$ cat config.mk
export PLATFORM = sky130hd
export DESIGN_NAME = burst_ctrl
export DESIGN_NICKNAME = d
export VERILOG_FILES = /design/src/rtl/burst_pkg.sv /design/src/rtl/burst_idle_streak.sv /design/src/rtl/burst_pulse_run.sv /design/src/rtl/burst_qual_timer.sv /design/src/rtl/burst_ctrl.sv
export SDC_FILE = /design/constraint.sdc
export NUM_CORES = 1
export LEC_CHECK = 0
export CAP_MARGIN = 15
export CORE_MARGIN = 5
export CORE_UTILIZATION = 43
export DETAILED_ROUTE_END_ITERATION = 7
export DONT_BUFFER_PORTS = 1
export MAX_ROUTING_LAYER = met4
export PLACE_DENSITY = 0.62
export SLEW_MARGIN = 20
export SYNTH_ARGS = -nofsm -noshare
export SYNTH_HDL_FRONTEND = slang
export SYNTH_SLANG_ARGS = --single-unit
$ cat constraint.sdc
create_clock -name clk -period 5.1 [get_ports clk]
set_clock_uncertainty 0.05 [all_clocks]
set_input_delay 0.765 -clock clk [delete_from_list [all_inputs] [get_ports clk]]
set_output_delay 0.765 -clock clk [all_outputs]
set_load 0.03 [all_outputs]
$ cat src/rtl/burst_pkg.sv
package burst_pkg;
  typedef enum logic [1:0] {
    MODE_NORMAL  = 2'd0,
    MODE_QUALIFY = 2'd1,
    MODE_DEEP    = 2'd2
  } burst_mode_e;
endpackage

$ cat src/rtl/burst_idle_streak.sv
// Measures each non-switching interval in ms ticks and counts how many
// long intervals occurred back to back.
module burst_idle_streak #(
  parameter int IDLE_MS   = 8,
  parameter int CAND_RUNS = 3
) (
  input  logic clk,
  input  logic rst,
  input  logic clr,
  input  logic enable,
  input  logic sw_en,
  input  logic ms_tick,
  output logic candidate
);
  localparam int IW = $clog2(IDLE_MS + 1);
  localparam int SW = $clog2(CAND_RUNS + 1);
  localparam logic [IW-1:0] IDLE_LIM = IW'(IDLE_MS);
  localparam logic [SW-1:0] RUN_LIM  = SW'(CAND_RUNS);

  logic [IW-1:0] idle_q;
  logic [SW-1:0] streak_q;
  logic          prev_q;

  always_ff @(posedge clk) begin
    if (rst || clr) begin
      idle_q   <= '0;
      streak_q <= '0;
      prev_q   <= 1'b1;
    end else if (enable) begin
      prev_q <= sw_en;
      if (sw_en && !prev_q) begin
        // Switching just resumed: judge the interval that ended.
        if (idle_q >= IDLE_LIM) begin
          if (streak_q != RUN_LIM) streak_q <= streak_q + 1'b1;
        end else begin
          streak_q <= '0;
        end
        idle_q <= '0;
      end else if (!sw_en && ms_tick && (idle_q != IDLE_LIM)) begin
        idle_q <= idle_q + 1'b1;
      end
    end else begin
      prev_q <= sw_en;
    end
  end

  assign candidate = (streak_q == RUN_LIM);
endmodule

$ cat src/rtl/burst_pulse_run.sv
// Counts consecutive gate pulses; a silent stretch of GAP_CYC cycles
// breaks the run.
module burst_pulse_run #(
  parameter int PULSE_RUN = 112,
  parameter int GAP_CYC   = 2000
) (
  input  logic clk,
  input  logic rst,
  input  logic clr,
  input  logic gate_pulse,
  output logic run_long
);
  localparam int CW = $clog2(PULSE_RUN + 2);
  localparam int GW = $clog2(GAP_CYC + 1);
  localparam logic [CW-1:0] CNT_TOP = CW'(PULSE_RUN + 1);
  localparam logic [GW-1:0] GAP_TOP = GW'(GAP_CYC);
  localparam logic [GW-1:0] GAP_HIT = GW'(GAP_CYC - 1);

  logic [CW-1:0] cnt_q;
  logic [GW-1:0] gap_q;

  always_ff @(posedge clk) begin
    if (rst || clr) begin
      cnt_q <= '0;
      gap_q <= '0;
    end else if (gate_pulse) begin
      gap_q <= '0;
      if (cnt_q != CNT_TOP) cnt_q <= cnt_q + 1'b1;
    end else begin
      if (gap_q != GAP_TOP) gap_q <= gap_q + 1'b1;
      if (gap_q >= GAP_HIT) cnt_q <= '0;
    end
  end

  assign run_long = (cnt_q == CNT_TOP);
endmodule

$ cat src/rtl/burst_qual_timer.sv
// Millisecond window that runs only while armed.
module burst_qual_timer #(
  parameter int QUAL_MS = 600
) (
  input  logic clk,
  input  logic rst,
  input  logic arm,
  input  logic ms_tick,
  output logic done
);
  localparam int QW = $clog2(QUAL_MS + 1);
  localparam logic [QW-1:0] QUAL_LIM = QW'(QUAL_MS);

  logic [QW-1:0] cnt_q;

  always_ff @(posedge clk) begin
    if (rst || !arm) begin
      cnt_q <= '0;
    end else if (ms_tick && (cnt_q != QUAL_LIM)) begin
      cnt_q <= cnt_q + 1'b1;
    end
  end

  assign done = (cnt_q == QUAL_LIM);
endmodule

$ cat src/rtl/burst_ctrl.sv
module burst_ctrl
  import burst_pkg::*;
#(
  parameter int IDLE_MS   = 8,
  parameter int CAND_RUNS = 3,
  parameter int QUAL_MS   = 600,
  parameter int PULSE_RUN = 112,
  parameter int GAP_CYC   = 2000
) (
  input  logic clk,
  input  logic rst,
  input  logic fb_below_zd,
  input  logic fb_above_rec,
  input  logic vdd_below_zsw,
  input  logic fb_above_exit,
  input  logic gate_strobe,
  input  logic ms_tick,
  output logic sw_enable,
  output logic deep_active,
  output logic thr_high_sel,
  output logic imod_enable
);
  burst_mode_e mode_q, mode_nx;
  logic sw_q, sw_nx;
  logic imod_q, imod_nx;
  logic candidate, run_long, qual_done, mode_change;

  assign mode_change = (mode_nx != mode_q);

  burst_idle_streak #(.IDLE_MS(IDLE_MS), .CAND_RUNS(CAND_RUNS)) u_streak (
    .clk(clk), .rst(rst), .clr(mode_change),
    .enable(mode_q == MODE_NORMAL),
    .sw_en(sw_q), .ms_tick(ms_tick), .candidate(candidate)
  );

  burst_pulse_run #(.PULSE_RUN(PULSE_RUN), .GAP_CYC(GAP_CYC)) u_run (
    .clk(clk), .rst(rst), .clr(mode_change),
    .gate_pulse(gate_strobe), .run_long(run_long)
  );

  burst_qual_timer #(.QUAL_MS(QUAL_MS)) u_qual (
    .clk(clk), .rst(rst), .arm(mode_q == MODE_QUALIFY),
    .ms_tick(ms_tick), .done(qual_done)
  );

  // Mode sequencing
  always_comb begin
    mode_nx = mode_q;
    unique case (mode_q)
      MODE_NORMAL:  if (candidate) mode_nx = MODE_QUALIFY;
      MODE_QUALIFY: begin
        if (run_long)       mode_nx = MODE_NORMAL;
        else if (qual_done) mode_nx = MODE_DEEP;
      end
      MODE_DEEP: begin
        if (!sw_q && fb_above_exit) mode_nx = MODE_NORMAL;
        else if (run_long)          mode_nx = MODE_NORMAL;
      end
      default: mode_nx = MODE_NORMAL;
    endcase
  end

  // Switching hysteresis; in deep burst a restart also needs the modulator
  always_comb begin
    sw_nx = sw_q;
    if (sw_q && fb_below_zd) begin
      sw_nx = 1'b0;
    end else if (!sw_q && fb_above_rec) begin
      if (mode_q != MODE_DEEP || imod_q) sw_nx = 1'b1;
    end
  end

  always_comb begin
    imod_nx = imod_q;
    if (mode_nx != MODE_DEEP)                           imod_nx = 1'b0;
    else if (sw_q && fb_below_zd)                       imod_nx = 1'b0;
    else if (mode_q == MODE_DEEP && !sw_q && vdd_below_zsw) imod_nx = 1'b1;
  end

  always_ff @(posedge clk) begin
    if (rst) begin
      mode_q <= MODE_NORMAL;
      sw_q   <= 1'b1;
      imod_q <= 1'b0;
    end else begin
      mode_q <= mode_nx;
      sw_q   <= sw_nx;
      imod_q <= imod_nx;
    end
  end

  assign sw_enable    = sw_q;
  assign deep_active  = (mode_q == MODE_DEEP);
  assign thr_high_sel = (mode_q == MODE_DEEP);
  assign imod_enable  = imod_q;
endmodule

# Yosys cells after proc, flatten, opt, wreduce, memory -nomap -nowiden
# Index checks and enable logic that the tools add are counted.
[classes]
add_sub_neg = 5
order_cmp = 2
eq_ne = 15
n_mux = 16
n_reduce_logical = 26
[ops]
columns = ["cell", "count"]
rows = [
  ["$mux W7", 3],
  ["$mux W2", 7],
  ["$add A11 B1 Y11 const B", 1],
  ["$ge A11 B11 Y1 const B", 1],
  ["$ne A11 B11 Y1 const B", 1],
  ["$add A10 B1 Y10 const B", 1],
  ["$eq A10 B10 Y1 const B", 1],
  ["$ne A10 B10 Y1 const B", 1],
  ["$logic_and A1 B1 Y1", 9],
  ["$mux W4", 2],
  ["$ne A2 B2 Y1 const B", 4],
  ["$reduce_bool A2 Y1", 4],
  ["$add A7 B1 Y7 const B", 1],
  ["$eq A7 B7 Y1 const B", 1],
  ["$ne A7 B7 Y1 const B", 1],
  ["$pmux W2 S3", 1],
  ["$reduce_and A2 Y1", 3],
  ["$add A4 B1 Y4 const B", 1],
  ["$eq A2 B2 Y1 const B", 2],
  ["$ge A4 B4 Y1 const B", 1],
  ["$ne A4 B4 Y1 const B", 1],
  ["$logic_not A1 Y1", 3],
  ["$logic_or A1 B1 Y1", 3],
  ["$mux W1", 3],
  ["other kinds (8)", 8],
]
[totals]
regBits = 39
input_bits = 8
out_inout_bits = 4
elab_cells = 73

# Depth between registers and ports, before layout
[logic_depth]
depth_word = 7
mapped_depth = 7
mapped_depth_nobuf = 6

# Hierarchy
# From an unflattened synthesis, not the netlist that was laid out.
[hier_totals]
cells_unflattened = 225
area_unflattened_um2 = 2033.2
[by_module_without_submodules]
columns = ["mod", "n_inst", "cells_each", "area_per_inst_um2", "seq_area_each_um2"]
rows = [
  ["burst_pulse_run", 1, 102, 904.6, 360.3],
  ["burst_qual_timer", 1, 55, 514.2, 200.2],
  ["burst_idle_streak", 1, 42, 389.1, 140.1],
  ["burst_ctrl", 1, 26, 225.2, 80.1],
]

# Least setup slack after synthesis
# OpenSTA, ideal clock, no wires.
[synth_path]
path_type = "flip-flop to output port"
from = "reg mode_q[0]"
to = "out thr_high_sel"
t_arrival_ps = 994
required_ps = 4285
setup_slack_ps = 3291
stages_incl_launch_ff = 5
n_path_buf = 2
cell_sequence = "dfxtp_1 buf_6 nand2b_4 inv_1 buf_4"
[synth_via]
elab_chain_cells = 1
[synth_rtl]
columns = ["element", "line_no", "source"]
rows = [
  ["from (decl)", "burst_ctrl.sv:23", "burst_mode_e mode_q, mode_nx;"],
  ["from (signal assigned)", "burst_ctrl.sv:86", "mode_q <= mode_nx;"],
  ["$eq A2 B2 Y1", "n/a", ""],
  ["to (decl)", "burst_ctrl.sv:20", "output logic thr_high_sel,"],
]
# No other way between the ends.

# Final worst setup path
[layout_path]
from = "reg mode_q[1]"
to = "out thr_high_sel"
# Same word-level chain as after synthesis.

==> flow_summary.ini <==
[logic_synthesis]
ys_seq_area_share_pct = 35.8
synth_flop_cell = dfxtp_1
synth_nets = 236
yosys_warnings = 0
synthArstFlopShare_pct = 0
avgSynthCellArea_sq_um = 9.96
synth_cells = 219
synth_area_leaders = dfxtp_1 36%, nor4_2 7.5%, xor2_1 6.0%
ys_seq_elements = 39
synth.distinct_cells = 52
synth_top_cell_by_area = dfxtp_1
syn-cell-area_sq_um = 2180
synth_top_area_share_pct = 35.8
synth-edff-count = 0

[worst_setup_path]
slowest_stage = dfxtp_1
critPathBufInv = 1
cp.depth = 2
cp_cell_sequence = nand2b_4 > inv_1
reg2reg_depth = 6
cp-end-kind = output pin
crit_required_ps = 4280
path_max_fanout = 8
critPathKind = register to output pin
crit_path_start_kind = register
crit_path_max_incr_delay_ps = 510
reg2reg_setup_slack_ps = 3110
crit_family = flip-flops
crit_arrival_ps = 1300

[clock_tree]
clock_sinks = 39
cts_resized = 0
clk_pin_slew_ps = 80
cts_hold_buf = 0
cts_tree = yes
htreeDepth = 2
cts-root-buf = clkbuf_8
post_cts_buffers = 0
clockBufferDepth = 2
clk_latency_ps = 300
cts_buffers = 5

[grt]
grt_pass1_wl_mm = 6.91
gr-total-overflow = 0
antenna_found_initial = 0
grt_max_degree = 26
grt_usage_pct = 13.8
grt_pass1_vias = 1510

[timing]
setup_tns_ps = 0
fmaxAchievable_mhz = 474
worstMarginPinSlew_ps = 567
slew_violations = 0
fin_ws_ps = 2990
finalSetupViolCount = 0
fin_crit_ps = 2110
finalCritPeriodShare_pct = 41.4
hold_viol = 0
slew_headroom_pct = 62.2
holdWs_ps = 454
rsz0062_at_grt = false

[floorplan]
io_pins = 12
die-area_sq_um = 6600
fp.dieH_um = 81.2
row_count = 26
fp.coreArea_sq_um = 5010
initial_utilization_pct = 43.6
die_w_um = 81.2

[detailed_routing]
ant_nets = 0
vias = 1573
wl_mm = 3.91
wire_per_inst_um = 13.5
vias_per_cell = 5.42
initialDrtViolationCount = 98
drc_errors = 0
first_pass_iters = 4

[place]
gp_congestion = 0.787
dpl.hpwl_mm = 2.61
dp_slack_ps = 3160
port_buffers = 0

[layout]
nets = 236
antennaDiodeCount = 0
drive_gt1_share_pct = 15.0
area_growth_pct = 4.82

[power]
finalPower_mw = 0.545
p_per_area_nw_per_um2 = 238
ir_worst_vdd_mv = 0.115
p_leak_nw = 0.726

[run]
max_cap_viol_count = 0

[run_status]
status = completed

[min_path]
hp-class = register to register
min_path_cells = 2
placed cells by master (no fill, tap or decap), drive strengths merged, types with 2 or more instances in the layout:
| cell type | instances |
|---|---|
| a2111oi | 3 |
| a211oi | 5 |
| a21oi | 2 |
| a22oi | 2 |
| and3 | 3 |
| and4 | 2 |
| clkbuf | 6 |
| dfxtp | 39 |
| ha | 9 |
| inv | 11 |
| mux2i | 2 |
| nand2 | 9 |
| nand2b | 4 |
| nand3 | 6 |
| nand3b | 5 |
| nand4 | 14 |
| nand4bb | 3 |
| nor2 | 15 |
| nor2b | 2 |
| nor3 | 7 |
| nor4 | 15 |
| o21ai | 6 |
| o31a | 2 |
| o31ai | 3 |
| or2 | 3 |
| or3 | 2 |
| xnor2 | 8 |
| xor2 | 15 |
cell families after synthesis:
kind of cell | Yosys count | synth area share (%)
multiplexers | 2 | 0.917
flip-flops | 39 | 35.8
AO/OA/AOI/OAI | 32 | 13.0
AND/OR/NAND/NOR | 96 | 31.0
adder cells (fa/ha/maj) | 9 | 5.16
buffers and inverters | 18 | 4.99
XOR/XNOR | 23 | 9.23
metrics by stage:
step / util (%) / cells / cell area [sq um]
3_5_place_dp: 44.0 / 282 / 2200
3_3_place_gp: 44.0 / 282 / 2200
5_1_grt: 45.7 / 290 / 2290
4_1_cts: 45.7 / 290 / 2290
2_1_floorplan: - / 219 / 2180
6_report: 45.7 / 290 / 2290
registers in the layout, summed over array words and instances, names as in the netlist, 2 cells and up:
name / cells
u_streak.idle_q: 4
u_qual.cnt_q: 10
u_streak.streak_q: 2
u_run.cnt_q: 7
u_run.gap_q: 11
mode_q: 2
cells in the mapped netlist (all sizes together), types with 2 or more instances:
master    n
dfxtp    39
nor2     15
nor4     15
xor2     15
nand4    14
inv      11
ha        9
nand2     9
xnor2     8
nor3      7
buf       6
nand3     6
o21ai     6
a211oi    5
nand3b    5
nand2b    4
a2111oi   3
and3      3
nand4bb   3
o31ai     3
or2       3
a21oi     2
a22oi     2
and4      2
mux2i     2
nor2b     2
o31a      2
or3       2
worst paths after layout:
kind	startpoint	to
hold reg to reg	u_qual.cnt_q[7]	u_qual.cnt_q[7]
setup / recovery	mode_q[1]	thr_high_sel
hold / removal	u_qual.cnt_q[7]	u_qual.cnt_q[7]
setup reg to reg	u_qual.cnt_q[0]	u_streak.prev_q
report_power, final:
group          switching [mW]  total [mW]  leakage, nW  internal (mW)
combinational          0.0123      0.0216        0.369        0.00936
clock                   0.114       0.210       0.0412         0.0957
sequential            0.00597       0.314        0.315          0.308
total                   0.132       0.545        0.726          0.413
routing by layer:
| metal | GRT usage (%) | routed length (um) |
|---|---|---|
| met1 | 17.1 | 1960 |
| met5 | - | 0 |
| met2 | 20.8 | 1770 |
| met3 | 3.33 | 108 |
| met4 | 7.09 | 76 |
layout make-up:
| class | instances | area (sq um) |
|---|---|---|
| Fill cell | 517 | 2720 |
| Multi-Input combinational cell | 162 | 1290 |
| Sequential cell | 39 | 781 |
| Tap cell | 70 | 87.6 |
| Clock buffer | 6 | 72.6 |
| Inverter | 11 | 41.3 |
| Clock inverter | 2 | 12.5 |
worst reg2reg max path: stages (launching register included):
cell     delay [ps]
dfxtp_1         430
inv_1           100
ha_1            200
nand2_1         160
nor3_4           80
o31a_4          480
or3_1           390
Power figures use the tool's default switching activity.
